File: config.mk
export PLATFORM = sky130hd
export DESIGN_NAME = uart_brk_tx
export DESIGN_NICKNAME = d
export VERILOG_FILES = /design/src/rtl/uart_brk_pkg.sv /design/src/rtl/baud_bit_timer.sv /design/src/rtl/tx_hold_reg.sv /design/src/rtl/tx_frame_shifter.sv /design/src/rtl/uart_brk_tx.sv
export SDC_FILE = /design/constraint.sdc
export NUM_CORES = 1
export LEC_CHECK = 0
export CAP_MARGIN = 0
export CORE_MARGIN = 2
export CORE_UTILIZATION = 45
export DETAILED_ROUTE_END_ITERATION = 7
export PLACE_DENSITY_LB_ADDON = 0.12
export SYNTH_ARGS = -nofsm -noshare
export SYNTH_HDL_FRONTEND = slang
export SYNTH_HIERARCHICAL = 1
export SYNTH_SLANG_ARGS = --single-unit
export TNS_END_PERCENT = 50
File: constraint.sdc
create_clock -name clk -period 1.8 [get_ports clk]
set_input_delay 0.27 -clock clk [delete_from_list [all_inputs] [get_ports clk]]
set_output_delay 0.27 -clock clk [all_outputs]
set_load 0.05 [all_outputs]
File: src/rtl/uart_brk_pkg.sv
// Shared definitions for the serial transmitter with break generation.
// Assumes: write addresses are one bit wide.
package uart_brk_pkg;

    // Register selected by a bus write
    typedef enum logic {
        ADDR_DATA  = 1'b0,
        ADDR_NINTH = 1'b1
    } reg_addr_e;

endpackage

File: src/rtl/baud_bit_timer.sv
// Counts baud ticks and pulses bit_end on the last tick of each bit.
// Assumes: clear is raised in the cycle a new frame loads; ticks in that
// cycle are dropped.
module baud_bit_timer #(
    parameter int TICKS_PER_BIT = 16
) (
    input  logic clk,
    input  logic rst_n,
    input  logic clear,
    input  logic run,
    input  logic tick,
    output logic bit_end
);
    localparam int CW = (TICKS_PER_BIT > 1) ? $clog2(TICKS_PER_BIT) : 1;

    logic [CW-1:0] cnt;

    // Last tick of the current bit
    assign bit_end = run && !clear && tick && (cnt == CW'(TICKS_PER_BIT - 1));

    // Tick counter inside one bit
    always_ff @(posedge clk) begin
        if (!rst_n || clear) begin
            cnt <= '0;
        end else if (run && tick) begin
            cnt <= bit_end ? '0 : cnt + 1'b1;
        end
    end
endmodule

File: src/rtl/tx_hold_reg.sv
// One-entry holding register with the sticky ninth bit.
// Assumes: a data write and a ninth-bit write never share a cycle.
module tx_hold_reg #(
    parameter int DATA_W = 8
) (
    input  logic              clk,
    input  logic              rst_n,
    input  logic              wr_byte,
    input  logic              wr_ninth,
    input  logic [DATA_W-1:0] wr_data,
    input  logic              take,
    output logic [DATA_W:0]   word,
    output logic              full
);
    logic ninth_q;

    // Sticky ninth bit, changed only by its own write
    always_ff @(posedge clk) begin
        if (!rst_n) begin
            ninth_q <= 1'b0;
        end else if (wr_ninth) begin
            ninth_q <= wr_data[0];
        end
    end

    // Word capture on byte write, full flag cleared when the shifter takes it
    always_ff @(posedge clk) begin
        if (!rst_n) begin
            word <= '0;
            full <= 1'b0;
        end else if (wr_byte) begin
            word <= {ninth_q, wr_data};
            full <= 1'b1;
        end else if (take) begin
            full <= 1'b0;
        end
    end
endmodule

File: src/rtl/tx_frame_shifter.sv
// Shifts a preloaded bit pattern out LSB first, one bit per bit_end.
// Assumes: load only arrives while idle; the line is high when idle.
module tx_frame_shifter #(
    parameter int SH_W  = 15,
    parameter int CNT_W = 4
) (
    input  logic             clk,
    input  logic             rst_n,
    input  logic             load,
    input  logic [SH_W-1:0]  load_pat,
    input  logic [CNT_W-1:0] load_len,
    input  logic             shift,
    output logic             busy,
    output logic             line
);
    logic [SH_W-1:0]  shreg;
    logic [CNT_W-1:0] left;

    // Line value: current bit while busy, mark while idle
    assign line = busy ? shreg[0] : 1'b1;

    // Pattern load, shift and bit countdown
    always_ff @(posedge clk) begin
        if (!rst_n) begin
            shreg <= '1;
            left  <= '0;
            busy  <= 1'b0;
        end else if (load) begin
            shreg <= load_pat;
            left  <= load_len;
            busy  <= 1'b1;
        end else if (shift && busy) begin
            shreg <= {1'b1, shreg[SH_W-1:1]};
            left  <= left - 1'b1;
            if (left == CNT_W'(1)) begin
                busy <= 1'b0;
            end
        end
    end
endmodule

File: src/rtl/uart_brk_tx.sv
// Serial transmitter: holding register, break request latch and shifter.
// Assumes: baud_tick is a one-cycle pulse; mode inputs are sampled at load.
module uart_brk_tx
    import uart_brk_pkg::*;
#(
    parameter int DATA_W        = 8,
    parameter int TICKS_PER_BIT = 16,
    parameter int SHORT_BRK     = 10,
    parameter int LONG_BRK      = 13
) (
    input  logic              clk,
    input  logic              rst_n,
    input  logic              wr_en,
    input  logic              wr_addr,
    input  logic [DATA_W-1:0] wr_data,
    input  logic              nine_bit_mode,
    input  logic              long_break,
    input  logic              send_break,
    input  logic              baud_tick,
    output logic              tx,
    output logic              tx_empty
);
    localparam int FRAME_MAX = DATA_W + 3;
    localparam int BRK_MAX   = LONG_BRK + 2;
    localparam int SH_W      = (FRAME_MAX > BRK_MAX) ? FRAME_MAX : BRK_MAX;
    localparam int CNT_W     = $clog2(SH_W + 1);

    logic              wr_byte, wr_ninth;
    logic [DATA_W:0]   word;
    logic              hold_full;
    logic              brk_pend;
    logic              sh_busy, bit_end;
    logic              load_brk, load_dat, load_any;
    logic [SH_W-1:0]   frame_pat, brk_pat, load_pat;
    logic [CNT_W-1:0]  frame_len, brk_len, load_len;

    assign wr_byte  = wr_en && (wr_addr == ADDR_DATA);
    assign wr_ninth = wr_en && (wr_addr == ADDR_NINTH);

    // Idle-shifter arbitration: break before held data
    assign load_brk = !sh_busy && brk_pend;
    assign load_dat = !sh_busy && !brk_pend && hold_full;
    assign load_any = load_brk || load_dat;

    assign tx_empty = !hold_full;

    // Break request latch, cleared when the break loads
    always_ff @(posedge clk) begin
        if (!rst_n) begin
            brk_pend <= 1'b0;
        end else begin
            brk_pend <= (brk_pend && !load_brk) || send_break;
        end
    end

    // Data frame pattern: start, data, optional ninth bit, stop
    always_comb begin
        frame_pat              = '1;
        frame_pat[0]           = 1'b0;
        frame_pat[DATA_W:1]    = word[DATA_W-1:0];
        if (nine_bit_mode) begin
            frame_pat[DATA_W+1] = word[DATA_W];
        end
        frame_len = nine_bit_mode ? CNT_W'(DATA_W + 3) : CNT_W'(DATA_W + 2);
    end

    // Break pattern: zeros for the selected length, then a stop bit
    always_comb begin
        brk_len  = (long_break ? CNT_W'(LONG_BRK) : CNT_W'(SHORT_BRK))
                   + CNT_W'(nine_bit_mode);
        brk_pat  = SH_W'(1) << brk_len;
        load_pat = load_brk ? brk_pat : frame_pat;
        load_len = load_brk ? (brk_len + 1'b1) : frame_len;
    end

    tx_hold_reg #(
        .DATA_W (DATA_W)
    ) u_hold (
        .clk      (clk),
        .rst_n    (rst_n),
        .wr_byte  (wr_byte),
        .wr_ninth (wr_ninth),
        .wr_data  (wr_data),
        .take     (load_dat),
        .word     (word),
        .full     (hold_full)
    );

    baud_bit_timer #(
        .TICKS_PER_BIT (TICKS_PER_BIT)
    ) u_timer (
        .clk     (clk),
        .rst_n   (rst_n),
        .clear   (load_any),
        .run     (sh_busy),
        .tick    (baud_tick),
        .bit_end (bit_end)
    );

    tx_frame_shifter #(
        .SH_W  (SH_W),
        .CNT_W (CNT_W)
    ) u_shift (
        .clk      (clk),
        .rst_n    (rst_n),
        .load     (load_any),
        .load_pat (load_pat),
        .load_len (load_len),
        .shift    (bit_end),
        .busy     (sh_busy),
        .line     (tx)
    );
endmodule

# [After elaboration in Yosys (flattened, before gate mapping)]
# Cells that the tools add are included.
[classes] bitwise=1 n_mux=16 n_shift=1 n_div=0 n_eq_ne=2 n_mul=0 magnitude_cmp=0 n_reduce_logical=24 n_addsub=4
[ops] operator="2-to-1 mux 15 bit" count=3
[ops] operator="2-to-1 mux 4 bit" count=4
[ops] operator="left shift 1 x 4 -> 15 bit, first input constant" count=1
[ops] operator="logical AND 1 bit" count=11
[ops] operator="adder 4 x 1 -> 4 bit, second input constant" count=2
[ops] operator="2-to-1 mux 1 bit" count=8
[ops] operator="logical NOT 1 bit" count=6
[ops] operator="nonzero test 2 bit" count=3
[ops] operator="adder 4 x 1 -> 4 bit" count=1
[ops] operator="== test 4 x 1 -> 1 bit, second input constant" count=1
[ops] operator="== test 4 bit, second input constant" count=1
[ops] operator="subtractor 4 x 1 -> 4 bit, second input constant" count=1
[ops] operator="logical OR 1 bit" count=3
[ops] operator="2-to-1 mux 3 bit" count=1
[ops] operator="AND reduction 2 bit" count=1
[ops] operator="inverter 1 bit" count=1
[word_totals] ff_bits=36 rom_bits=0 latchBits=0 ram_bits=0 word_cells=56 inputBits=16 memories=0

# [Longest topological paths before layout]
# Gate-level depths: netlist (run 1).
[depth] ltp_word=11 depth_mapped=9 depth_no_buf=7

# [Modules after synthesis]
# Netlist (run 1), hierarchy kept.
[modules_own_cells] mod="tx_frame_shifter" instances=1 area_per_inst_um2=949.7 cells_each=115
[modules_own_cells] mod="tx_hold_reg" instances=1 area_per_inst_um2=411.6 cells_each=35
[modules_own_cells] mod="uart_brk_tx" instances=1 area_per_inst_um2=342.8 cells_each=46
[modules_own_cells] mod="baud_bit_timer" instances=1 area_per_inst_um2=191.4 cells_each=21

# [Worst setup path after synthesis (run 1)]
# Ideal clock, no wire load.
[synth_timing] path_kind="register to register" startpoint="register u_shift.busy" endpoint="register u_shift.shreg[11]" setup_slack_ns=-0.114 required_time_ns=1.672 stages_incl_launch_ff=9 t_arrival_ns=1.785 path_cell_list="dfxtp_1 -> nor2_1 -> nand4b_1 -> nor2_1 -> buf_2 -> nand2_2 -> buf_4 -> a211oi_1 -> o21ai_1"
[synth_between] elab_chain_cells=10 elab_cells_between_ends=13 classes_between="mux: 2; reduce/logical: 11"
[synth_lines] item="start: declaration" line="tx_frame_shifter.sv:13" source="output logic busy,"
[synth_lines] item="start signal: assignment" line="tx_frame_shifter.sv:27" source="busy <= 1'b0;"
[synth_lines] item="start signal: assignment" line="tx_frame_shifter.sv:31" source="busy <= 1'b1;"
[synth_lines] item="start signal: assignment" line="tx_frame_shifter.sv:36" source="busy <= 1'b0;"
[synth_lines] item="logical NOT 1 bit *" line="uart_brk_tx.sv:41, uart_brk_tx.sv:42"
[synth_lines] item="logical AND 1 bit (2 in a row)" line="uart_brk_tx.sv:42" source="assign load_dat = !sh_busy && !brk_pend && hold_full;"
[synth_lines] item="logical OR 1 bit *" line="uart_brk_tx.sv:43" source="assign load_any = load_brk || load_dat;"
[synth_lines] item="named net load_any" line="uart_brk_tx.sv:33" source="logic load_brk, load_dat, load_any;"
[synth_lines] item="logical NOT 1 bit *" line="baud_bit_timer.sv:19" source="assign bit_end = run && !clear && tick && (cnt == CW'(TICKS_PER_BIT - 1));"
[synth_lines] item="logical AND 1 bit * (3 in a row)" line="baud_bit_timer.sv:19"
[synth_lines] item="named net bit_end" line="uart_brk_tx.sv:32" source="logic sh_busy, bit_end;"
[synth_lines] item="logical AND 1 bit *" line="tx_frame_shifter.sv:32" source="end else if (shift && busy) begin"
[synth_lines] item="nonzero test 2 bit (no source line) *"
[synth_lines] item="end signal: assignment" line="tx_frame_shifter.sv:29" source="shreg <= load_pat;"
[synth_lines] item="end signal: assignment" line="tx_frame_shifter.sv:33" source="shreg <= {1'b1, shreg[SH_W-1:1]};"
[synth_lines] item="end: declaration" line="tx_frame_shifter.sv:16" source="logic [SH_W-1:0] shreg;"
# The timed path passes the listed nets; every way through them passes the cells marked *.
# A chain may end at the register's enable or synchronous reset.

# [Final worst setup path (run 1)]
[layout_timing] startpoint="register u_timer.cnt[0]" endpoint="register u_shift.shreg[10]"
[layout_between] elab_chain_cells=4
[layout_lines] item="start: declaration" line="baud_bit_timer.sv:16" source="logic [CW-1:0] cnt;"
[layout_lines] item="start signal: assignment" line="baud_bit_timer.sv:26" source="cnt <= bit_end ? '0 : cnt + 1'b1;"
[layout_lines] item="== test 4 bit" line="baud_bit_timer.sv:19"
[layout_lines] item="logical AND 1 bit" line="baud_bit_timer.sv:19"
[layout_lines] item="named net bit_end" line="uart_brk_tx.sv:32"
[layout_lines] item="logical AND 1 bit" line="tx_frame_shifter.sv:32"
[layout_lines] item="nonzero test 2 bit (no source line)"
# The timed path passes the listed nets, and every way through them passes these cells.

==> results of run 1 <==
==> area by class of cell <==
type,instances,area (um2),area share (%)
clock buffers,7,96.3,4.04
inverters,7,26.3,1.10
flip-flops and latches,36,722,30.3
clock inverters,1,30.0,1.26
repair buffers,36,349,14.7
multi-input cells,161,1100,46.0
well taps,50,62.6,2.63
==> synth_stat cells (2+ instances only) <==
| cell type | instances | area share (%) |
|---|---|---|
| sky130_fd_sc_hd__nand2_2 | 2 | 0.66 |
| sky130_fd_sc_hd__nor3_1 | 2 | 0.53 |
| sky130_fd_sc_hd__and2_1 | 8 | 2.6 |
| sky130_fd_sc_hd__or3_1 | 3 | 0.99 |
| sky130_fd_sc_hd__dfxtp_1 | 36 | 38 |
| sky130_fd_sc_hd__o21a_1 | 2 | 0.79 |
| sky130_fd_sc_hd__a21oi_1 | 4 | 1.1 |
| sky130_fd_sc_hd__nor2b_1 | 13 | 4.3 |
| sky130_fd_sc_hd__nand2_1 | 4 | 0.79 |
| sky130_fd_sc_hd__xor2_1 | 3 | 1.4 |
| sky130_fd_sc_hd__inv_1 | 6 | 1.2 |
| sky130_fd_sc_hd__nand2b_1 | 10 | 3.3 |
| sky130_fd_sc_hd__buf_2 | 3 | 0.79 |
| sky130_fd_sc_hd__nand3_1 | 5 | 1.3 |
| sky130_fd_sc_hd__ha_1 | 11 | 7.3 |
| sky130_fd_sc_hd__nor2_1 | 21 | 4.2 |
| sky130_fd_sc_hd__a211oi_1 | 15 | 5.9 |
| sky130_fd_sc_hd__mux2i_1 | 11 | 5.8 |
| sky130_fd_sc_hd__and3_1 | 14 | 4.6 |
| sky130_fd_sc_hd__o21ai_1 | 2 | 0.53 |
| sky130_fd_sc_hd__clkbuf_1 | 7 | 1.4 |
| sky130_fd_sc_hd__buf_4 | 2 | 0.79 |
| sky130_fd_sc_hd__o21ai_0 | 18 | 4.8 |
==> per-layer routing <==
layer,global-route usage (%),up-vias
li1,-,815
met1,23.7,739
met2,36.5,31
met3,3.90,6
met4,8.09,0
met5,0,-
==> flip-flops by register name, summed over array words and instances (netlist names) <==
| name | flops |
|---|---|
| u_shift/left | 4 |
| u_hold/ninth_q | 1 |
| u_hold/full | 1 |
| u_hold/word | 9 |
| u_timer/cnt | 4 |
| u_shift/shreg | 15 |
| u_shift/busy | 1 |
| brk_pend | 1 |
==> cell families after synthesis <==
group                    Yosys count  synth area share [%]
AND/OR/NAND/NOR                   85                  25.0
AO/OA/AOI/OAI                     49                  17.0
flip-flops                        36                  38.0
buffers and inverters             20                  4.95
adder cells (fa/ha/maj)           11                  7.26
multiplexers                      11                  5.81
XOR/XNOR                           4                  1.85
other                              1                 0.198
==> repair_timing <==
action / in CTS / in global routing
hold buffers: 0 / 0
setup endpoints to repair: 0 / 18
gates resized for setup: 0 / 5
buffers inserted: 0 / 1
==> through the flow <==
step | worst slack [ps] | instances
after floorplan | 25.1 | 217
after global placement | -43.7 | 289
after detailed placement | -68.5 | 289
after CTS | 9.90 | 297
after global routing | 22.3 | 298
final | 121 | 298
==> how the worst min path moves through the flow <==
stage / end / slack [ps] / cells after the start
global placement: u_timer/cnt[1] / 460 / 2
floorplan: brk_pend / 400 / 1
CTS: u_timer/cnt[1] / 500 / 2
detailed placement: u_timer/cnt[1] / 490 / 2
finish: u_timer/cnt[1] / 500 / 2
global route: u_timer/cnt[1] / 530 / 2
==> report_power, final <==
group / internal (uW) / total (uW) / switching [uW] / leakage, uW
logic: 160 / 327 / 167 / 0.000634
registers: 852 / 886 / 33.7 / 0.000296
clock network: 489 / 777 / 288 / 0.0000645
==> worst register-to-register path: cells and delay by family, from the launching register on <==
| family | cells | cell delay [ps] |
|---|---|---|
| AO/OA/AOI/OAI | 2 | 340 |
| flip-flops | 1 | 390 |
| AND/OR/NAND/NOR | 3 | 450 |
| buffers and inverters | 1 | 170 |
| adder cells (fa/ha/maj) | 1 | 210 |
==> implementation parameters, run 1 <==
Parameter                              Value

Routing
  Post-route antenna net violation count ... 0
  Vias ... 1591
  Iteration-0 DRC count of the detailed router ... 69
  First-pass detailed-route iteration total ... 4
  Total met3 wirelength after detailed routing ... 136 um
  Top sig layer ... met4
  Detailed-routing wirelength on met1 ... 1840 um
  Number of remaining DRC errors ... 0
  Length of routed met2 wiring ... 2120 um
  Drt total wl ... 4160 um
  Wire length per cell after detailed routing ... 13.9 um
  Per-cell via count in the routed design ... 5.34

STA
  Clock period minus final worst setup slack ... 1680 ps
  Number of pins exceeding their max-slew limit in the final report ... 0
  Achievable Freq ... 596 MHz
  Fraction of the cycle the final worst path needs ... 93.3%
  Setup skew after layout ... 8.24 ps
  Number of hold violations in the final report ... 0
  Hold Worst Slack ... 495 ps
  Total of endpoints with negative setup slack in the final report ... 0
  RSZ-0062 raised after global routing ... no
  Post-Route Setup TNS ... 0 ps

Setup path
  CP startpoint ... u_timer/cnt[0]
  Worst-path maximum fanout ... 13
  Crit. End Element ... register
  Crit-path cells ... ha_1 -> nand4b_1 -> nor2_4 -> nand2_2 -> buf_12 -> a211oi_1 -> o21ai_0
  Worst Setup EP ... u_shift/shreg[10]
  Crit-path max cell delay ... 390 ps
  Reg-to-reg setup timing slack ... 120 ps
  Path depth of the worst reg2reg path ... 7
  Critical Path Start Type ... register
  Data required time at the worst endpoint ... 1970 ps
  Family with the most delay on the worst path ... simple AND/OR/NAND/NOR gates
  Worst r2r src ... u_timer/cnt[0]
  Worst path bufs/invs ... 1
  Endpoint of the worst register-to-register path ... u_shift/shreg[10]
  Worst endpoint data arrival time ... 1850 ps
  Cell with the biggest individual delay on the critical path ... sky130_fd_sc_hd__dfxtp_1
  Depth of the critical timing path with buffers and inverters included ... 7
  Startpoint-to-endpoint class of the critical path ... reg -> reg

Global route
  Wire length of the first global-routing pass ... 7010 um
  Vias in the first global route ... 1591
  Total gr overflow ... 0
  Largest net degree at the start of global routing ... 30
  GRT Overall Usage ... 20.4%
  Number of antenna violations at the first check in global routing ... 0

Logic synthesis
  Synthesized instance count ... 217
  Post-synthesis average cell area ... 8.74 um2
  Yosys warnings ... 6
  Share of flip-flops with an asynchronous set or reset after synthesis ... 0%
  Number of enable flip-flop cells after synthesis ... 0
  Net count after synthesis ... 244
  Sequential-to-total area share from yosys stat ... 38.0%
  Seq cells post-synth ... 36
  Prevailing post-synth register cell ... sky130_fd_sc_hd__dfxtp_1
  Post-synthesis instance area ... 1900 um2
  Number of library cell types mapped by synthesis ... 38

Worst hold path
  Type of the worst min-delay path ... reg -> reg
  Worst hold path startpoint ... u_timer/cnt[1]

Clock tree
  Number of buffers added by the clock tree synthesis step ... 5
  Number of levels the H-tree was split into ... 2
  Clock latency of the later-clocked register in the worst-skew pair ... 290 ps
  CTS tree ... built
  TritonCTS sink count ... 36
  Buffer type at the clock tree root ... sky130_fd_sc_hd__clkbuf_8
  Deepest clock path buffer count ... 2
  Clock transition at the registers of the reported paths ... 70 ps

Floorplanning
  Number of placement rows ... 23
  Core area ... 4030 um2
  Area enclosed by the die boundary ... 4750 um2
  I/O pin count ... 18
  Starting density of the core ... 47.0%
  Die Y ... 68.9 um
  Die X ... 68.9 um

Placed design
  Final HPWL from detailed placement ... 2970 um
  Count of input and output buffers ... 17
  Gp weighted congestion ... 0.855
  Cell area after placement ... 2230 um2

Final layout
  Fraction of final layout cells sized beyond drive strength 1 ... 14.9%
  Top library cells by usage in the layout, fill and taps aside ... sky130_fd_sc_hd__dfxtp_1, sky130_fd_sc_hd__nor2_1, sky130_fd_sc_hd__o21ai_0
  Number of inserted filler cells in the final layout ... 352
  Post-route cell area ... 2380 um2
  Inserted Diodes ... 0
  Commonest non-fill, non-tap cell in the layout ... sky130_fd_sc_hd__dfxtp_1
  Final #Nets ... 274
  Final Core Density ... 59.1%
  Synthesis-to-finish area growth ... 25.7%

Pwr
  Total design power ... 1990 uW
  Worst-case vdd ir drop ... 0.432 mV
  Power per Cell Area ... 835 nW/um2
  Leakage power summed over all cells ... 0.000995 uW

Status
  Status ... finished clean

Flow run
  Number of max-cap violations ... 0
Note: power is estimated with default switching activity, not from simulation.
==> run 2, diff against run 1 <==
--- a/config.mk
+++ b/config.mk
@@ -5,7 +5,7 @@
 export SDC_FILE = /design/constraint.sdc
 export NUM_CORES = 1
 export LEC_CHECK = 0
-export CAP_MARGIN = 0
+export ABC_CLOCK_PERIOD_IN_PS = 1800
 export CORE_MARGIN = 2
 export CORE_UTILIZATION = 45
 export DETAILED_ROUTE_END_ITERATION = 7
==> results of run 2 <==
Same layout as run 1: the final DEF is identical, and so are final timing and power.
==> run 3, diff against run 2 <==
--- a/config.mk
+++ b/config.mk
@@ -5,6 +5,7 @@
 export SDC_FILE = /design/constraint.sdc
 export NUM_CORES = 1
 export LEC_CHECK = 0
+export ABC_AREA = 1
 export ABC_CLOCK_PERIOD_IN_PS = 1800
 export CORE_MARGIN = 2
 export CORE_UTILIZATION = 45
==> implementation parameters, run 3 <==
Parameter                              Value

STA
  Clock period minus final worst setup slack ... 1600 ps
  Post-Route Setup TNS ... 0 ps
  Fraction of the cycle the final worst path needs ... 88.6%
  Number of hold violations in the final report ... 0
  Setup skew after layout ... 1.89 ps
  Total of endpoints with negative setup slack in the final report ... 0
  Number of pins exceeding their max-slew limit in the final report ... 0
  RSZ-0062 raised after global routing ... no
  Achievable Freq ... 627 MHz

Clock tree
  Buffer type at the clock tree root ... sky130_fd_sc_hd__clkbuf_8
  Clock transition at the registers of the reported paths ... 70 ps
  Buffers inserted during post-CTS setup optimization ... 0
  Hold_buf cts ... 0
  Clock latency of the later-clocked register in the worst-skew pair ... 280 ps
  Number of levels the H-tree was split into ... 2
  Number of buffers added by the clock tree synthesis step ... 5
  Number of instances resized during post-cts repair ... 0
  TritonCTS sink count ... 36
  Deepest clock path buffer count ... 2
  CTS tree ... built

Worst hold path
  Type of the worst min-delay path ... reg -> reg
  Destination of the worst hold path ... u_shift/shreg[4]
  Worst hold path startpoint ... u_shift/shreg[4]
  Depth of the worst hold-timing path ... 2

Setup path
  Worst-path maximum fanout ... 19
  Worst r2r src ... u_shift/busy
  Startpoint-to-endpoint class of the critical path ... reg -> reg
  Endpoint of the worst register-to-register path ... u_shift/busy
  Crit. End Element ... register
  Data required time at the worst endpoint ... 1960 ps
  Path depth of the worst reg2reg path ... 11
  Critical Path Start Type ... register
  Reg-to-reg setup timing slack ... 200 ps
  Worst endpoint data arrival time ... 1750 ps

Floorplanning
  Core area ... 4090 um2
  Number of placement rows ... 23
  Die Y ... 69.8 um
  Starting density of the core ... 47.6%
  I/O pin count ... 18
  Area enclosed by the die boundary ... 4870 um2
  Die X ... 69.8 um

Final layout
  Synthesis-to-finish area growth ... 16.6%
  Inserted Diodes ... 0
  Registers with the highest flip-flop counts ... u_shift/shreg (15), u_hold/word (9)
  Commonest non-fill, non-tap cell in the layout ... sky130_fd_sc_hd__nand2_1
  Flip-flop count of the largest register, all copies and words added ... 15
  Fraction of final layout cells sized beyond drive strength 1 ... 18.0%
  Register containing the most flip-flops in the final layout ... u_shift/shreg
  Post-route cell area ... 2270 um2
  Final #Nets ... 315
  Top library cells by usage in the layout, fill and taps aside ... sky130_fd_sc_hd__nand2_1, sky130_fd_sc_hd__nor2_1, sky130_fd_sc_hd__dfxtp_1

Routing
  First-pass detailed-route iteration total ... 6
  Vias ... 1642
  Post-route antenna net violation count ... 0
  Per-cell via count in the routed design ... 4.84
  Wire length per cell after detailed routing ... 10.8 um
  Iteration-0 DRC count of the detailed router ... 115
  Number of remaining DRC errors ... 0
  Drt total wl ... 3670 um

Logic synthesis
  Post-synthesis instance area ... 1950 um2
  Number of enable flip-flop cells after synthesis ... 0
  Yosys warnings ... 6
  Share of flip-flops with an asynchronous set or reset after synthesis ... 0%
  Share of the synthesized area in the top cell type ... 37.0%
  Post-synth top area cell ... sky130_fd_sc_hd__dfxtp_1
  Most frequently used cell type in the post-synthesis netlist ... sky130_fd_sc_hd__nand2_1
  Sequential-to-total area share from yosys stat ... 37.0%
  Leading cell types by total area after synthesis ... sky130_fd_sc_hd__dfxtp_1, sky130_fd_sc_hd__nand2_1, sky130_fd_sc_hd__nor2_1, sky130_fd_sc_hd__ha_1, sky130_fd_sc_hd__inv_1
  Synthesized instance count ... 263
  Seq cells post-synth ... 36
  Post-synthesis average cell area ... 7.40 um2
  Number of library cell types mapped by synthesis ... 30
  Prevailing post-synth register cell ... sky130_fd_sc_hd__dfxtp_1
  Most used standard cells in the synthesized netlist ... sky130_fd_sc_hd__nand2_1, sky130_fd_sc_hd__nor2_1, sky130_fd_sc_hd__dfxtp_1
  Net count after synthesis ... 290

Global route
  Wire length of the first global-routing pass ... 6540 um
  GRT Overall Usage ... 16.2%
  Vias in the first global route ... 1533
  Number of antenna violations at the first check in global routing ... 0
  Total gr overflow ... 0
  Largest net degree at the start of global routing ... 21

Pwr
  Leakage power summed over all cells ... 0.00100 uW
  Power per Cell Area ... 814 nW/um2
  Worst-case vdd ir drop ... 0.491 mV

Placed design
  Final HPWL from detailed placement ... 2630 um
  Cell area after placement ... 2180 um2
  Gp weighted congestion ... 0.836
  Count of input and output buffers ... 17

Status
  Status ... finished clean

Flow run
  Number of max-cap violations ... 0
-- run 3: cell types whose count changed after synthesis, moves of 9 or more --
cell / delta
sky130_fd_sc_hd__nand3_1: +13
sky130_fd_sc_hd__nand2b_1: -10
sky130_fd_sc_hd__inv_1: +22
sky130_fd_sc_hd__nand2_1: +38
sky130_fd_sc_hd__mux2i_1: -11
sky130_fd_sc_hd__and3_1: -14
sky130_fd_sc_hd__nor2_1: +19
sky130_fd_sc_hd__a211oi_1: -15
sky130_fd_sc_hd__nand3_2: +9
sky130_fd_sc_hd__nand2_2: +9
sky130_fd_sc_hd__nor2b_1: -13
sky130_fd_sc_hd__a21oi_1: +16
-- run 3: cells by family (layout without fill, tap and decap cells) --
family | Yosys count | count (layout) | synth area share [%]
flops | 36 | 36 | 37.0
buf+inv | 41 | 67 | 10.9
compound gates | 44 | 44 | 12.0
xor+xnor | 1 | 1 | 0.450
other cells | 1 | 1 | 0.193
simple gates | 129 | 129 | 32.4
fa+ha+maj | 11 | 11 | 7.07
-- run 3: worst max-delay path, stage by stage (launching register included) --
cell	delay [ps]
sky130_fd_sc_hd__dfxtp_1	460
sky130_fd_sc_hd__inv_1	80
sky130_fd_sc_hd__nand2_2	80
sky130_fd_sc_hd__o21ai_2	60
sky130_fd_sc_hd__inv_1	70
sky130_fd_sc_hd__nand3_1	80
sky130_fd_sc_hd__nor2_1	130
sky130_fd_sc_hd__nand2_2	110
sky130_fd_sc_hd__inv_4	110
sky130_fd_sc_hd__nor2_8	80
sky130_fd_sc_hd__o21ai_1	140
sky130_fd_sc_hd__a21oi_1	70
-- run 3: layout make-up --
class,instances,area (um2)
inverters,33,134
well taps,50,62.6
fillers,403,1820
multi-input cells,186,1020
clock buffers,8,90.1
flip-flops and latches,36,721
repair buffers,26,245
-- run 3: power breakdown --
part | internal (uW) | total, uW | switching (uW)
registers | 868 | 912 | 44.0
clock network | 312 | 581 | 269
logic | 148 | 357 | 209
total | 1330 | 1850 | 522
-- run 3: per-stage QoR --
step                cells  hold slack, ps  power (uW)  util, %  setup WS (ps)
global route          339             484        1970     55.6           7.44
floorplan             263             382        1190        -           39.2
finish                339             458        1850     55.6            204
CTS                   339             461        1870     55.6            189
detailed placement    331             442        1290     53.4           11.5
global placement      331             438        1280     53.4           68.5
-- run 3: per-layer routing --
metal | wire length, um | vias to the layer above | track usage [%]
li1 | - | 879 | -
met1 | 1830 | 741 | 20.6
met2 | 1700 | 17 | 26.9
met3 | 100 | 5 | 3.49
met4 | 46 | 0 | 5.77
met5 | 0 | - | 0
-- run 3: worst max-delay path by stage --
stage,startpoint,endpoint,slack (ps),cells past startpoint
after global routing,u_shift/busy,u_shift/busy,7,11
after floorplan,u_hold/full,u_shift/shreg[5],40,11
final,u_shift/busy,u_shift/busy,200,11
after global placement,nine_bit_mode,u_shift/shreg[12],70,8
after CTS,u_shift/busy,u_shift/busy,190,11
after detailed placement,nine_bit_mode,u_shift/shreg[12],10,8
